File: config.mk
export PLATFORM = sky130hd
export DESIGN_NAME = pnp_card_ctrl
export DESIGN_NICKNAME = d
export VERILOG_FILES = /design/src/rtl/pnp_pkg.sv /design/src/rtl/pnp_bus_decode.sv /design/src/rtl/pnp_key_match.sv /design/src/rtl/pnp_card_regs.sv /design/src/rtl/pnp_readback.sv /design/src/rtl/pnp_card_ctrl.sv
export SDC_FILE = /design/constraint.sdc
export NUM_CORES = 1
export LEC_CHECK = 0
export ABC_AREA = 1
export BUFFER_PORTS_ARGS = -buffer_cell sky130_fd_sc_hd__buf_2
export CAP_MARGIN = 20
export CORE_MARGIN = 1.5
export CORE_UTILIZATION = 50
export CTS_CLUSTER_SIZE = 20
export DETAILED_ROUTE_END_ITERATION = 7
export GPL_TIMING_DRIVEN = 0
export PLACE_DENSITY = 0.85
export SLEW_MARGIN = 20
export SYNTH_ARGS = -nofsm -noshare
export SYNTH_HDL_FRONTEND = slang
export SYNTH_SLANG_ARGS = --single-unit
export TNS_END_PERCENT = 5
File: constraint.sdc
create_clock -name clk -period 2.05 [get_ports clk]
set_input_delay 0.615 -clock clk [delete_from_list [all_inputs] [get_ports clk]]
set_output_delay 0.615 -clock clk [all_outputs]
set_load 0.005 [all_outputs]
File: src/rtl/pnp_pkg.sv
package pnp_pkg;
  typedef enum logic [1:0] {
    ST_WAIT_KEY = 2'd0,
    ST_SLEEP    = 2'd1,
    ST_ISOLATE  = 2'd2,
    ST_CONFIG   = 2'd3
  } card_st_t;

  localparam logic [7:0] IX_RDPORT = 8'h00;
  localparam logic [7:0] IX_ISOL   = 8'h01;
  localparam logic [7:0] IX_CTRL   = 8'h02;
  localparam logic [7:0] IX_WAKE   = 8'h03;
  localparam logic [7:0] IX_CSN    = 8'h06;
  localparam logic [7:0] IX_LDN    = 8'h07;
endpackage

File: src/rtl/pnp_bus_decode.sv
module pnp_bus_decode #(
  parameter int          ADDR_W     = 12,
  parameter logic [11:0] ADDR_PORT  = 12'h279,
  parameter logic [11:0] WDATA_PORT = 12'hA79
) (
  input  logic [ADDR_W-1:0] bus_addr,
  input  logic              bus_wr,
  input  logic              bus_rd,
  input  logic [7:0]        rdport,
  output logic              addr_wr,
  output logic              data_wr,
  output logic              port_rd
);
  localparam int PAD_W = ADDR_W - 10;

  logic [ADDR_W-1:0] rd_addr;
  assign rd_addr = {{PAD_W{1'b0}}, rdport, 2'b11};

  assign addr_wr = bus_wr && (bus_addr == ADDR_W'(ADDR_PORT));
  assign data_wr = bus_wr && (bus_addr == ADDR_W'(WDATA_PORT));
  assign port_rd = bus_rd && !bus_wr && (bus_addr == rd_addr);
endmodule

File: src/rtl/pnp_key_match.sv
module pnp_key_match #(
  parameter int         KEY_LEN  = 32,
  parameter logic [7:0] KEY_SEED = 8'h6A
) (
  input  logic       clk,
  input  logic       rst_n,
  input  logic       enable,
  input  logic       byte_wr,
  input  logic [7:0] byte_in,
  output logic       key_done
);
  localparam int CNT_W = $clog2(KEY_LEN + 1);
  localparam logic [CNT_W-1:0] LAST = CNT_W'(KEY_LEN - 1);

  function automatic logic [7:0] step(input logic [7:0] b);
    return {b[0] ^ b[1], b[7:1]};
  endfunction

  logic [7:0]       exp_q;
  logic [CNT_W-1:0] cnt_q;
  logic             hit;

  assign hit      = (byte_in == exp_q);
  assign key_done = enable && byte_wr && hit && (cnt_q == LAST);

  always_ff @(posedge clk or negedge rst_n) begin
    if (!rst_n) begin
      exp_q <= KEY_SEED;
      cnt_q <= '0;
    end else if (!enable || key_done) begin
      exp_q <= KEY_SEED;
      cnt_q <= '0;
    end else if (byte_wr) begin
      if (hit) begin
        exp_q <= step(exp_q);
        cnt_q <= cnt_q + 1'b1;
      end else if (byte_in == KEY_SEED) begin
        exp_q <= step(KEY_SEED);
        cnt_q <= CNT_W'(1);
      end else begin
        exp_q <= KEY_SEED;
        cnt_q <= '0;
      end
    end
  end
endmodule

File: src/rtl/pnp_card_regs.sv
module pnp_card_regs
  import pnp_pkg::*;
#(
  parameter int NUM_LDEV = 4
) (
  input  logic       clk,
  input  logic       rst_n,
  input  logic       addr_wr,
  input  logic       data_wr,
  input  logic       port_rd,
  input  logic       key_done,
  input  logic [7:0] wdata,
  output card_st_t   state,
  output logic [7:0] csn,
  output logic [7:0] ldn,
  output logic [7:0] rdport,
  output logic [7:0] idx,
  output logic       ldev_reset,
  output logic       res_ptr_clr,
  output logic       id_bit_req
);
  localparam int         LDN_W    = (NUM_LDEV > 1) ? $clog2(NUM_LDEV) : 1;
  localparam logic [8:0] LDEV_LIM = 9'(NUM_LDEV);

  logic     awake, wr_hit, is_ctrl, is_wake;
  card_st_t state_d;

  assign awake   = (state != ST_WAIT_KEY);
  assign wr_hit  = data_wr && awake;
  assign is_ctrl = wr_hit && (idx == IX_CTRL);
  assign is_wake = wr_hit && (idx == IX_WAKE);

  always_comb begin
    state_d = state;
    case (state)
      ST_WAIT_KEY: if (key_done) state_d = ST_SLEEP;
      ST_SLEEP:    if (is_wake && (wdata == csn))
                     state_d = (wdata == 8'h00) ? ST_ISOLATE : ST_CONFIG;
      default:     state_d = state;
    endcase
    if (is_ctrl && wdata[1]) state_d = ST_WAIT_KEY;
  end

  always_ff @(posedge clk or negedge rst_n) begin
    if (!rst_n) begin
      state       <= ST_WAIT_KEY;
      idx         <= '0;
      csn         <= '0;
      rdport      <= '0;
      ldev_reset  <= 1'b0;
      res_ptr_clr <= 1'b0;
      id_bit_req  <= 1'b0;
    end else begin
      state       <= state_d;
      ldev_reset  <= is_ctrl && wdata[0];
      res_ptr_clr <= is_wake;
      id_bit_req  <= port_rd && (state == ST_ISOLATE) && (idx == IX_ISOL);
      if (addr_wr) idx <= wdata;
      if (wr_hit && (idx == IX_RDPORT)) rdport <= wdata;
      if (is_ctrl && wdata[2]) csn <= '0;
      else if (wr_hit && (idx == IX_CSN)) csn <= wdata;
    end
  end

  generate
    if (NUM_LDEV > 1) begin : g_multi
      logic [LDN_W-1:0] ldn_q;
      always_ff @(posedge clk or negedge rst_n) begin
        if (!rst_n) ldn_q <= '0;
        else if (wr_hit && (idx == IX_LDN) && ({1'b0, wdata} < LDEV_LIM))
          ldn_q <= wdata[LDN_W-1:0];
      end
      assign ldn = 8'(ldn_q);
    end else begin : g_single
      assign ldn = 8'h00;
    end
  endgenerate
endmodule

File: src/rtl/pnp_readback.sv
module pnp_readback
  import pnp_pkg::*;
(
  input  logic       clk,
  input  logic       rst_n,
  input  logic       port_rd,
  input  logic       awake,
  input  logic [7:0] idx,
  input  logic [7:0] csn,
  input  logic [7:0] ldn,
  output logic       rd_valid,
  output logic [7:0] rd_data
);
  logic [7:0] sel;
  logic       take;

  assign take = port_rd && awake;

  always_comb begin
    case (idx)
      IX_CSN:  sel = csn;
      IX_LDN:  sel = ldn;
      default: sel = 8'h00;
    endcase
  end

  always_ff @(posedge clk or negedge rst_n) begin
    if (!rst_n) begin
      rd_valid <= 1'b0;
      rd_data  <= '0;
    end else begin
      rd_valid <= take;
      if (take) rd_data <= sel;
    end
  end
endmodule

File: src/rtl/pnp_card_ctrl.sv
module pnp_card_ctrl
  import pnp_pkg::*;
#(
  parameter int NUM_LDEV = 4,
  parameter int KEY_LEN  = 32
) (
  input  logic        clk,
  input  logic        rst_n,
  input  logic [11:0] bus_addr,
  input  logic [7:0]  bus_wdata,
  input  logic        bus_wr,
  input  logic        bus_rd,
  output logic        rd_valid,
  output logic [7:0]  rd_data,
  output logic [1:0]  card_state,
  output logic [7:0]  csn,
  output logic [7:0]  ldn,
  output logic [7:0]  rdport,
  output logic        ldev_reset,
  output logic        res_ptr_clr,
  output logic        id_bit_req
);
  logic       addr_wr, data_wr, port_rd, key_done;
  logic [7:0] idx;
  card_st_t   state;

  assign card_state = state;

  pnp_bus_decode #(.ADDR_W(12)) u_dec (
    .bus_addr(bus_addr), .bus_wr(bus_wr), .bus_rd(bus_rd), .rdport(rdport),
    .addr_wr(addr_wr), .data_wr(data_wr), .port_rd(port_rd)
  );

  pnp_key_match #(.KEY_LEN(KEY_LEN), .KEY_SEED(8'h6A)) u_key (
    .clk(clk), .rst_n(rst_n), .enable(state == ST_WAIT_KEY),
    .byte_wr(addr_wr), .byte_in(bus_wdata), .key_done(key_done)
  );

  pnp_card_regs #(.NUM_LDEV(NUM_LDEV)) u_regs (
    .clk(clk), .rst_n(rst_n), .addr_wr(addr_wr), .data_wr(data_wr),
    .port_rd(port_rd), .key_done(key_done), .wdata(bus_wdata),
    .state(state), .csn(csn), .ldn(ldn), .rdport(rdport), .idx(idx),
    .ldev_reset(ldev_reset), .res_ptr_clr(res_ptr_clr), .id_bit_req(id_bit_req)
  );

  pnp_readback u_rb (
    .clk(clk), .rst_n(rst_n), .port_rd(port_rd), .awake(state != ST_WAIT_KEY),
    .idx(idx), .csn(csn), .ldn(ldn), .rd_valid(rd_valid), .rd_data(rd_data)
  );
endmodule

[After elaboration in Yosys (flattened, before gate mapping)]
Index checks and enable logic that the tools add are counted.
Widths: inputs -> output; s select.
Cells by class
  add/subtract/negate cells: 1
  magnitude comparators: 1
  eq/ne operators: 16
  mux-type cells: 16
  bitwise operators: 1
  reductions and logical operators: 32
Operators by type and width (count)
  $mux 8: 6
  $logic_and 1x1->1: 21
  $mux 6: 3
  $eq 8x2->1 const B: 2
  $eq 8x3->1 const B: 2
  $eq 8x8->1: 2
  $logic_not 8->1: 2
  $pmux 8 s2: 1
  $eq 12x10->1: 1
  $eq 12x10->1 const B: 1
  $eq 12x12->1 const B: 1
  $eq 8x1->1 const B: 1
  $eq 8x7->1 const B: 1
  $lt 8x3->1 const B: 1
  $add 6x1->6 const B: 1
  $eq 6x5->1 const B: 1
  $mux 2: 3
  $reduce_bool 2->1: 3
  $pmux 2 s2: 1
  $ne 3x1->1 const B: 1
  $ne 3x2->1 const B: 1
  $reduce_and 3->1: 1
  $reduce_bool 3->1: 1
  $eq 2x1->1 const B: 1
  other kinds (6): 8
Word-level totals
  flip-flop bits (word level): 54
  input bits: 24
  word-level logic and storage cells: 79

[Logic depth before layout (Yosys ltp)]
Gate-level depths: netlist of the first run.
  depth after elaboration: 8
  gate-level depth with buffers: 11
  depth with buffers taken out: 11

[Hierarchy]
Synthesis of the first run repeated with hierarchy kept, for this count alone.
Second synthesis, totals
  cell total of the unflattened synthesis: 456
  area, all modules: 3325.7 µm²
Modules (own cells, without submodules)
  pnp_card_regs: times used 1, cells each 189, area an instance 1585.3 µm²
  pnp_key_match: times used 1, cells each 134, area an instance 965.9 µm²
  pnp_readback: times used 1, cells each 74, area an instance 535.5 µm²
  pnp_bus_decode: times used 1, cells each 55, area an instance 224.0 µm²
  pnp_card_ctrl: times used 1, cells each 4, area an instance 15.0 µm²

[Worst setup path after synthesis of the first run]
OpenSTA, ideal clock, no wires.
  path kind: in2reg
  from: input bus_addr[8]
  to: register u_regs.rdport[6]
  arrival: 1.524 ns
  required time: 1.928 ns
  path slack: 0.405 ns
  stages on the path: 9
  cell sequence: inv_1 nand2_1 nor2_1 nand3_1 nor3_2 nand4_2 buf_6 nand2_1 o21ai_2
Between the ends
  longest elaborated chain between the ends: 4
Ends and longest elaborated chain
  start: declaration: RTL line pnp_card_ctrl.sv:9  | input logic [11:0] bus_addr,
  $eq 12x12->1: RTL line pnp_bus_decode.sv:20  | assign data_wr = bus_wr && (bus_addr == ADDR_W'(WDATA_PORT));
  $logic_and 1x1->1: RTL line pnp_bus_decode.sv:20
  $logic_and 1x1->1: RTL line pnp_card_regs.sv:29  | assign wr_hit = data_wr && awake;
  $logic_and 1x1->1: RTL line pnp_card_regs.sv:59  | if (wr_hit && (idx == IX_RDPORT)) rdport <= wdata;
  end signal: assignment: RTL line pnp_card_regs.sv:59
  end: declaration: RTL line pnp_card_regs.sv:16  | output logic [7:0] rdport,
Every way passes these cells.
A chain may end at the register's enable or synchronous reset.

[Final worst setup path of the first run]
  from: register u_key.cnt_q[0]
  to: register u_key.exp_q[5]
Between the ends
  longest elaborated chain between the ends: 4
Ends and longest elaborated chain
  start: declaration: RTL line pnp_key_match.sv:20  | logic [CNT_W-1:0] cnt_q;
  start signal: assignment: RTL line pnp_key_match.sv:36  | cnt_q <= cnt_q + 1'b1;
  $eq 6x5->1 (*): RTL line pnp_key_match.sv:24  | assign key_done = enable && byte_wr && hit && (cnt_q == LAST);
  $logic_and 1x1->1 (*): RTL line pnp_key_match.sv:24
  $logic_or 1x1->1 (*): RTL line pnp_key_match.sv:30  | end else if (!enable || key_done) begin
  $mux 8 / $reduce_bool 2->1 (equally long branches)
  end signal: assignment: RTL line pnp_key_match.sv:35  | exp_q <= step(exp_q);
  end signal: assignment: RTL line pnp_key_match.sv:38  | exp_q <= step(KEY_SEED);
  end: declaration: RTL line pnp_key_match.sv:19  | logic [7:0] exp_q;
Every way passes the cells marked *; elsewhere a longest branch is shown, timed or not.

==> results of run 1 <==
-- through the flow --
stage / std cells / util, % / hold slack, ns / total power, mW / cell area [sq um]
2_1_floorplan: 424 / - / 0.3194 / 1.150 / 3147
3_3_place_gp: 554 / 58.69 / 0.4693 / 1.220 / 3516
3_5_place_dp: 554 / 58.73 / 0.4751 / 1.224 / 3518
4_1_cts: 562 / 61.11 / 0.3668 / 2.086 / 3661
5_1_grt: 562 / 61.11 / 0.3929 / 2.151 / 3661
6_report: 562 / 61.11 / 0.3320 / 2.082 / 3661
-- layer usage --
| layer | vias to the layer above | routed length, um | track usage (%) | part of all wire, % |
|---|---|---|---|---|
| li1 | 1448 | - | - | - |
| met2 | 97 | 3362 | 36.48 | 47 |
| met4 | 0 | 104 | 6.949 | 1.5 |
| met5 | - | 0 | 0 | 0 |
| met3 | 14 | 391 | 3.956 | 5.5 |
| met1 | 1315 | 3237 | 30.10 | 46 |
-- cell type report --
class / instances / area share [%]
buffer: 12 / 2.734
clock buffer: 6 / 2.256
clock inverter: 2 / 1.640
inverter: 64 / 6.562
multi-input combinational: 294 / 39.61
sequential: 54 / 37.05
tap: 75 / 2.563
timing repair buffer: 55 / 7.587
-- layout by cell type, fill, tap and decap left out, types with 8 or more instances in the layout --
master and n:
nand2_1 125, inv_1 59, buf_2 56, dfrtp_1 50
nor2_1 31, nand3_1 21, o21ai_0 20, o21ai_1 13
a21oi_1 12, nand4_1 11, o21ai_2 8
-- final timing paths --
path	cells past startpoint	slack, ns	from	end
worst max-delay path	7	0.36	u_key.cnt_q[0]	u_key.exp_q[5]
worst max register to register	7	0.36	u_key.cnt_q[0]	u_key.exp_q[5]
min in group clk	2	0.49	u_rb.rd_data[6]	u_rb.rd_data[6]
worst min-delay path	1	0.33	rst_n	u_rb.rd_data[7]
worst min register to register	2	0.49	u_rb.rd_data[6]	u_rb.rd_data[6]
max in group asynchronous	1	1.27	rst_n	u_key.exp_q[4]
-- flip-flops by register name, summed over array words and instances (netlist names) --
register	cells
u_key.cnt_q	6
u_key.exp_q	8
u_rb.rd_data	8
u_rb.rd_valid	1
u_regs.csn	8
u_regs.g_multi.ldn_q	2
u_regs.id_bit_req	1
u_regs.idx	8
u_regs.ldev_reset	1
u_regs.rdport	8
u_regs.res_ptr_clr	1
u_regs.state	2
-- worst reg2reg max path: stages, from the launching register on --
cell and delay [ns]:
dfrtp_1 0.41, ha_1 0.20, nand3_1 0.12, nor3_1 0.38, nand3_1 0.16, nand2_2 0.18
inv_1 0.10, nand2_1 0.08
-- synthesized netlist by cell type --
| cell | count | area share (%) |
|---|---|---|
| a21oi_1 | 12 | 1.9 |
| and3_1 | 1 | 0.20 |
| buf_2 | 2 | 0.32 |
| buf_4 | 6 | 1.4 |
| buf_6 | 4 | 1.4 |
| conb_1 | 1 | 0.12 |
| dfrtp_1 | 50 | 40 |
| dfstp_2 | 4 | 3.4 |
| ha_1 | 1 | 0.40 |
| inv_1 | 59 | 7.1 |
| inv_2 | 5 | 0.60 |
| nand2_1 | 125 | 15 |
| nand2_2 | 5 | 1.0 |
| nand3_1 | 21 | 3.4 |
| nand3b_1 | 6 | 1.4 |
| nand4_1 | 11 | 2.2 |
| nand4_2 | 2 | 0.80 |
| nor2_1 | 31 | 3.7 |
| nor2_2 | 6 | 1.2 |
| nor2_4 | 4 | 1.4 |
| nor3_1 | 2 | 0.32 |
| nor3_2 | 2 | 0.64 |
| nor4_1 | 4 | 0.80 |
| o21ai_0 | 20 | 3.2 |
| o21ai_1 | 13 | 2.1 |
| o21ai_2 | 8 | 2.2 |
| o22ai_1 | 2 | 0.40 |
| or2_2 | 1 | 0.20 |
| xnor2_1 | 4 | 1.1 |
| xor2_1 | 7 | 2.0 |
-- power groups by stage --
stage	combinational, mW	sequential (mW)	clock, mW
2_1_floorplan	0.0623	1.09	0
3_3_place_gp	0.133	1.09	0
3_5_place_dp	0.137	1.09	0
4_1_cts	0.137	1.07	0.882
5_1_grt	0.154	1.07	0.930
6_report	0.136	1.07	0.879
-- kinds of logic after synthesis --
kind of cell	Yosys count	share of synthesized area (%)
AND/OR/NAND/NOR	221	32.32
XOR/XNOR	11	3.080
AO/OA/AOI/OAI	55	9.840
adder cells (fa/ha/maj)	1	0.3999
other	1	0.1199
buffers and inverters	76	10.88
flip-flops	54	43.36
==> impl_results.md, run 1 <==
* Max_slew headroom at between 50% and 60%
* Die Height at 82.10 um
* WP data arrival at 1.95 ns
* Setup Buffers After CTS at 0
* Clock power share at 42.2%
* Max Root-Sink Buffers at 2
* Setup TNS Final at 0 ns
* Worst slew pin tran at 0.6721 ns
* Final Cycle Share at 82.63%
* Logic pwr share at between 6 and 7%
* Total gr overflow at 0
* CP max FO at 8
* Final WS setup at roughly 0.36 ns
* Hold WC Path Type: in2async
* Leakage power total at 1.955 nW
* Pwr per Cell Area at between 500 and 600 mW/mm^2
* Layout cells sized above 1 at 23.00%
* Crit-path slowest cell: dfrtp_1
* VDD IR max at 0.3280 mV
* Synth Cell Area at 0.003128 sq mm
* Max Cap Viol at 0
* Setup WS pre-CTS at 0.05843 ns
* Flops & latches, synth at 54
* Global-route wire length before repair at approximately 12 mm
* Clk Latency, worst-skew pair at approximately 0.32 ns
* CP Launch Type: flop
* Initial Utilization at 52.21%
* Status: finished, final reports clean
* Area occupied by multi-input gates at 0.001450 sq mm
* Core Rows at 28
* Clk Tree Root Cell: clkbuf_8
* Sequential cell area fraction in the yosys report at 43.36%
* Sequential standard cell area at roughly 0.0014 sq mm
* CTS Buf Count at 5
* Largest net degree at the start of global routing at 55
* Vias in the first global route at about 2600
* Net Sw Frac at a little over a fifth
* Final GP Congestion at just over 0.9
* Total GRT Usage at 22.29%
* Critical-path cell list: ha_1 > nand3_1 > nor3_1 > nand3_1 > nand2_2 > inv_1 > nand2_1
* Fin. max-slew vios at 0
* Port bufs at 55
* Iteration-0 DRC Markers at 299
* Layout net count at 511
* Clock Skew at 0.009962 ns
* Clock sinks at 54
* Achievable Freq at 590.4 MHz
* Ports at 62
* Final Setup Violations at 0
* Required time of the critical path at approximately 2.3 ns
* Detailed Place HPWL at 5.377 mm
* Crit path time final at 1.694 ns
* Htree depth at 2
* Pre-antenna DRT Iters at 4
* Number of nets with antenna violations after routing at 0
* Die outline area at 0.006740 sq mm
* Post-synth cell types at 30
* CP delay by family, top: simple AND/OR/NAND/NOR gates
* Chip Width at 82.10 um
* Clk pin slew, worst setup/hold paths at ~0.10 ns
* Syn Inst Count at 419
* Initial antenna violation count at 0
* CP Capture Type: flop
* Vias/cell at 5.114
* Layout area overhead at 17.04%
* Sequential share of power at between 50% and 60%
* Average wire per standard cell at 12.62 um
* P_sw at 450.4 uW
* Fillers at 513
* Post-cts resize count at 0
* RSZ-0062 raised after global routing: no
* Core box area at 0.005991 sq mm
* Diodes inserted at 0
* Drc violations at 0
* CP peak stage delay at 0.41 ns
* DRT Wirelength at between 7 and 8 mm
* Worst setup path class: reg2reg
* CTS Hold Bufs at 0
* CP bufs+invs at 1
* Hold Vio Cnt, Final at 0
* TritonCTS clock tree: yes
* Synth warnings at 0
* Internal power at 1.631 mW
* Avg Inst Size Synth at between 7 and 8 sq um
* CP dominant cell by count: nand3_1
* Via count at 2874
(Power assumes the default switching activity.)
==> run 2: changes to the inputs <==
--- a/config.mk
+++ b/config.mk
@@ -13,7 +13,7 @@
 export CTS_CLUSTER_SIZE = 20
 export DETAILED_ROUTE_END_ITERATION = 7
 export GPL_TIMING_DRIVEN = 0
-export PLACE_DENSITY = 0.85
+export PLACE_DENSITY = 0.88
 export SLEW_MARGIN = 20
 export SYNTH_ARGS = -nofsm -noshare
 export SYNTH_HDL_FRONTEND = slang
==> constraint.sdc (replaced) <==
create_clock -name clk -period 1.53 [get_ports clk]
set_input_delay 0.459 -clock clk [delete_from_list [all_inputs] [get_ports clk]]
set_output_delay 0.459 -clock clk [all_outputs]
set_load 0.005 [all_outputs]
==> run 2 against run 1 <==
Net effect:
- the flow now finishes with violations (setup timing)
- global-route usage is 0.52 points higher
- first-iteration DRC count grew 4.0%
- routed wire length increased by 9.7%
- setup slack got worse by 0.39 ns
- via count rose by 6.3%
- sequential share of layout area decreased by 1.2 points
- combinational power grew 40%
- worst hold slack got worse by 0.17 ns
- register-to-register slack got worse by 0.39 ns
- critical path type unchanged
- highest routed layer unchanged
==> impl_results.md, run 2 (synthesized netlist as in run 1, its figures left out) <==
* CP bufs+invs at 0
* CP Launch Type: flop
* Diodes inserted at 0
* Core box area at 0.005991 sq mm
* Leakage power total at 1.988 nW
* VDD IR max at approximately 0.36 mV
* Area occupied by multi-input gates at between 0.0015 and 0.002 sq mm
* R2R Setup Slk at -0.03 ns
* Iteration-0 DRC Markers at 311
* Fin. max-slew vios at 0
* Clock Skew at 0.01094 ns
* Port bufs at 55
* Crit path time final at 1.562 ns
* Hold Vio Cnt, Final at 0
* RR Endpoint: u_regs.state[0]
* Drc violations at 0
* Clk Tree Root Cell: clkbuf_8
* TritonCTS clock tree: yes
* Final WS setup at -0.03165 ns
* WP data arrival at 1.77 ns
* Clk Latency, worst-skew pair at 0.32 ns
* Total GRT Usage at 22.81%
* Commonest non-fill, non-tap cells in the layout: 122 x nand2_1, 56 x buf_2, 54 x inv_1
* Average wire per standard cell at 13.66 um
* Sequential share of power at around three fifths
* Fillers at 489
* Crit-path slowest cell: dfrtp_1
* CP delay by family, top: simple AND/OR/NAND/NOR gates
* Achievable Freq at 640.3 MHz
* Clock sinks at 54
* Ports at 62
* Largest net degree at the start of global routing at between 50 and 60
* Number of nets with antenna violations after routing at 0
* Total gr overflow at 0
* DRT Wirelength at 7.784 mm
* CP peak stage delay at 0.42 ns
* RSZ-0062 raised after global routing: yes
* Clk pin slew, worst setup/hold paths at 0.10 ns
* Sequential standard cell area at approximately 0.0014 sq mm
* Final Setup Violations at 8
* Most common cell after layout, fill and taps aside: nand2_1
* Critical-path cell list: nor2_1 > nand3_1 > nor2_4 > nand3_1 > nor2_4 > nand3_1 > nand2_1 > nor2_2
* Initial antenna violation count at 0
* Internal power at 1.803 mW
* Required time of the critical path at 1.74 ns
* Worst-case reg-to-reg path depth at 8
* Layout cells sized above 1 at 28.08%
* CTS Hold Bufs at 0
* Logic pwr share at 7.9%
* Max Root-Sink Buffers at 2
* Die outline area at 0.006740 sq mm
* CP dominant cell by count: nand3_1
* Clock power share at 32.8%
* Pwr per Cell Area at 637.9 mW/mm^2
* Layout area overhead at 20.92%
* Pre-antenna DRT Iters at 5
* Setup TNS Final at -0.1149 ns
* Final Cycle Share at 102.1%
* Failing checks: setup timing
* Final core occ at 63.14%
* Detailed Place HPWL at ~5.6 mm
* Chip Width at 82.10 um
* CP Capture Type: flop
* Htree depth at 2
* Hold WC Path Type: in2async
* Final GP Congestion at about 0.90
* P_sw at just over 600 uW
* Vias/cell at roughly 5.4
* Vias in the first global route at ~2600
* Net Sw Frac at 25.29%
* Reg2reg start: u_regs.idx[6]
* Worst slew pin tran at 0.6762 ns
* Max_slew headroom at 54.92%
* Max Cap Viol at 0
* CP max FO at 4
* Layout net count at 520
* Die Height at 82.10 um
* Global-route wire length before repair at 11.61 mm
* CTS Buf Count at 5
* Status: complete, but fails checks
* Via count at 3055
* Core Rows at 28
* Worst setup path class: reg2reg
* Initial Utilization at between 50 and 60%
==> run 2: changes by cell type in the layout (fill, tap and decap cells not counted), sizes merged <==
cell      previous run  this run
bufinv               2         0
clkbuf               6         5
buf                 67        76
clkinvlp             0         2
==> run 2: final cells by class <==
cell class              instances  share of cell area [%]
repair buffers                 64                   9.130
flip-flops and latches         54                   35.86
inverters                      64                   6.417
well taps                      75                   2.481
clock inverters                 2                  0.3970
multi-input cells             294                   41.25
plain buffers                  12                   2.646
clock buffers                   5                   1.819
==> run 2: layer usage <==
layer	GRT usage (%)	share of wire [%]	up-vias
met5	0	0	-
met4	9.322	2.0	0
met3	4.176	7.6	18
met2	39.26	50	151
met1	28.13	40	1421
li1	-	-	1465
==> run 2: per-stage QoR <==
stage / total power, mW / area (sq um) / hold slack, ns / setup slack (ns) / std cells
global route: 2.484 / 3782 / 0.2309 / -0.1362 / 570
global placement: 1.636 / 3516 / 0.4684 / -0.2430 / 554
finish: 2.413 / 3782 / 0.1629 / -0.03165 / 570
detailed placement: 1.641 / 3518 / 0.4747 / -0.3201 / 554
CTS: 2.416 / 3680 / 0.1980 / 0.0007059 / 565
floorplan: 1.541 / 3147 / 0.1634 / 0.04079 / 424
==> run 2: repair_timing <==
action | CTS | global route
buffers inserted | 4 | 4
endpoints found under the setup margin | 34 | 44
resized for setup | 10 | 26
pin swaps | 3 | 12
gates cloned | 0 | 1
==> run 2: how the worst max path moves through the flow <==
stage / to / from / slack [ns] / cells after the start
after floorplan: u_regs.rdport[6] / bus_addr[8] / 0.04 / 9
after global placement: u_regs.rdport[6] / bus_addr[8] / -0.24 / 10
after detailed placement: u_key.exp_q[1] / bus_addr[8] / -0.32 / 10
after CTS: u_regs.state[0] / u_regs.idx[3] / 0.0007 / 7
after global routing: u_regs.state[0] / u_regs.idx[5] / -0.14 / 8
final: u_regs.state[0] / u_regs.idx[6] / -0.03 / 8
==> run 2: power by group through the flow <==
stage | clock, mW | sequential [mW] | combinational [mW]
2_1_floorplan | 0 | 1.46 | 0.0834
3_3_place_gp | 0 | 1.46 | 0.179
6_report | 0.793 | 1.43 | 0.191
5_1_grt | 0.842 | 1.43 | 0.212
3_5_place_dp | 0 | 1.46 | 0.184
4_1_cts | 0.801 | 1.43 | 0.186
==> run 3: changes to the inputs <==
--- a/config.mk
+++ b/config.mk
@@ -5,11 +5,12 @@
 export SDC_FILE = /design/constraint.sdc
 export NUM_CORES = 1
 export LEC_CHECK = 0
-export ABC_AREA = 1
 export BUFFER_PORTS_ARGS = -buffer_cell sky130_fd_sc_hd__buf_2
 export CAP_MARGIN = 20
+export CELL_PAD_IN_SITES_DETAIL_PLACEMENT = 0
+export CELL_PAD_IN_SITES_GLOBAL_PLACEMENT = 1
 export CORE_MARGIN = 1.5
-export CORE_UTILIZATION = 50
+export CORE_UTILIZATION = 38
 export CTS_CLUSTER_SIZE = 20
 export DETAILED_ROUTE_END_ITERATION = 7
 export GPL_TIMING_DRIVEN = 0
==> run 3 against run 2 <==
Net effect:
- the run still ends with setup timing left
- clock power grew 23%
- sequential share of layout area increased by 2.1 points
- register-to-register slack got worse by 0.60 ns
- via count is 25% lower
- sequential power about the same
- setup slack lost 0.64 ns
- largest power group unchanged
- non-clock buffer count is 1 lower
- flip-flop and latch count unchanged
- combinational power is 8% lower
==> impl_results.md, run 3 <==
* Core box area at 0.007214 sq mm
* DRT Wirelength at 7.014 mm
* Reg2reg start: u_regs.idx[6]
* Synth Area in Compound Gates at 8.370%
* CP Capture Type: flop
* Post-synthesis async set-or-reset flop share at 100.0%
* Area occupied by multi-input gates at 0.001503 sq mm
* Clk pin slew, worst setup/hold paths at 0.10 ns
* Leakage power total at 1.716 nW
* Status: complete, but fails checks
* Non-Filler Instances at 434
* Largest family of logic cells by synthesized area: simple AND/OR/NAND/NOR gates
* Worst slew pin tran at 0.6742 ns
* Cells after DPL at 420
* Sequential cell area fraction in the yosys report at 48.26%
* Port bufs at 49
* Crit path time final at around 2.2 ns
* Flops & latches, synth at 54
* Clock Skew at 0.01425 ns
* R2R Setup Slk at -0.63 ns
* Pwr per Cell Area at roughly 700 mW/mm^2
* Synth area leaders: dfrtp_1 45%, mux2_2 7.2%, xor2_1 5.9%
* Required time of the critical path at 1.73 ns
* CTS Buf Count at 5
* Worst-case reg-to-reg path depth at 5
* Max_slew headroom at 55.06%
* Hold Slack at 0.1623 ns
* Drc violations at 0
* Tot Pwr at 2.578 mW
* Global-route wire length before repair at 11.05 mm
* Iteration-0 DRC Markers at 160
* Total gr overflow at 0
* Pre-antenna DRT Iters at 4
* Syn Inst Count at 267
* Number of nets with antenna violations after routing at 0
* Clock sinks at 54
* Max Root-Sink Buffers at 2
* Core Rows at 31
* Hold WC Path Type: in2async
* Final WS setup at -0.6714 ns
* Fin. max-slew vios at 0
* Initial Utilization at 38.95%
* Die outline area at 0.007920 sq mm
* Layout cells sized above 1 at 38.21%
* Detailed Place HPWL at 4.929 mm
* Failing checks: setup timing
* TritonCTS clock tree: yes
* Max Cap Viol at 0
* Commonest non-fill, non-tap cells in the layout: 50 x buf_2, 48 x dfrtp_1, 22 x nand2_1
* Chip Width at 89.00 um
* Leading area contributor after synthesis: dfrtp_1
* CP Launch Type: input pin
* Vias/cell at 5.260
* Layout net count at 359
* Top-count cell post-synth: dfrtp_1
* Avg Inst Size Synth at 10.53 sq um
* VDD IR max at between 0.4 and 0.5 mV
* Synth Area in Adders at less than 1%
* RSZ-0062 raised after global routing: yes
* Synth warnings at 0
* Largest net degree at the start of global routing at between 50 and 60
* Post-synth cell types at 48
* Achievable Freq at 454.2 MHz
* Top FF cell, synth: dfrtp_1
* Sequential standard cell area at 0.001359 sq mm
* Ports at between 60 and 70
* Most common cell after layout, fill and taps aside: buf_2
* Post-synth EDFFs at 0
* Via count at 2283
* Clk Tree Root Cell: clkbuf_8
* Simple-gate share of the synthesized area at 20.48%
* WP data arrival at 2.40 ns
* Final core occ at 49.62%
* RR Endpoint: u_regs.rdport[3]
* Worst setup path class: in2reg
* Layout area overhead at 27.38%
* Average wire per standard cell at 16.16 um
* Hold Vio Cnt, Final at 0
* Diodes inserted at 0
* Fillers at roughly 690
* CP max FO at 8
* Area share of the largest cell type after synthesis at 44.52%
* Vias in the first global route at between 2000 and 2500
* Post-synthesis xor/xnor area fraction at 8.103%
* Mux cell area share after synthesis at 10.06%
* Final GP Congestion at 0.8143
* Post-synth top cells: 50 x dfrtp_1, 22 x nand2_1, 19 x xor2_1
* Final Setup Violations at 52
* Setup WS pre-CTS at -1.188 ns
* Synth Cell Area at 0.002810 sq mm
* Initial antenna violation count at 0
* Die Height at a little under 90 um
* Total GRT Usage at 18.43%
* Htree depth at 2
* Final Cycle Share at 143.9%
* Clk Latency, worst-skew pair at 0.32 ns
[run 3: cell count changes in the layout (fill, tap and decap cells not counted), moves of 6 or more]
cell and change:
buf_2 -6, inv_1 -49, inv_2 -9, mux2_2 +9, mux2_4 +9, mux2i_1 +8, nand2_1 -100, nand3_1 -15
nand4_1 -7, nor2_1 -13, nor2_4 -9, o21ai_1 -13, o21ai_2 -10, xor2_1 +12
[run 3: metal layers]
metal | part of all wire, % | GRT usage [%]
met1 | 48 | 25.15
met2 | 47 | 30.37
met3 | 4.2 | 2.955
met4 | 1.1 | 5.594
met5 | 0 | 0
[run 3: cell families after synthesis]
group | after synthesis
AO/OA/AOI/OAI | 39
other | 1
buffers and inverters | 25
adder cells (fa/ha/maj) | 1
XOR/XNOR | 26
flip-flops | 54
AND/OR/NAND/NOR | 95
multiplexers | 26
[run 3: cell type report]
cell class	instances	share of cell area, %
Tap cell	99	3.460
Clock inverter	2	1.049
Clock buffer	6	2.027
Multi-Input combinational cell	193	41.98
Inverter	5	0.5243
Buffer	19	3.880
Timing Repair Buffer	56	9.123
Sequential cell	54	37.96
[run 3: repair_timing]
item | 4_1_cts | 5_1_grt
hold buffers | 0 | 0
buffers inserted | 3 | 4
resized for setup | 47 | 16
endpoints found under the setup margin | 53 | 52
endpoints found under the hold margin | 0 | 0
pin swaps | 9 | 7
[run 3: worst max path at each step]
stage               cells past startpoint   startpoint  slack [ns]               end
detailed placement                      6  bus_addr[2]       -1.19  u_regs.rdport[1]
global route                            7  bus_addr[2]       -0.71  u_regs.rdport[0]
CTS                                     7  bus_addr[2]       -0.69  u_regs.rdport[4]
floorplan                               5  bus_addr[1]       -0.76  u_regs.rdport[4]
global placement                        6  bus_addr[2]       -1.16  u_regs.rdport[4]
finish                                  7  bus_addr[2]       -0.67  u_regs.rdport[3]
[run 3: stage by stage]
step	area, sq um	TNS (ns)
global placement	3198	-46.25
floorplan	2829	-26.95
CTS	3498	-22.72
global route	3580	-23.38
finish	3580	-20.04
detailed placement	3201	-47.84
[run 3: worst max-delay path, stage by stage]
cell and delay [ns]:
buf_6 0.09, nand4b_1 0.21, or4_4 0.59, or2_4 0.27
nor4_4 0.24, buf_6 0.22, mux2_4 0.31
[run 3: power by group]
part	total (mW)	internal [mW]	switching, mW
logic	0.175	0.0671	0.108
clock network	0.975	0.489	0.486
registers	1.43	1.43	0.00124
total	2.58	1.98	0.595
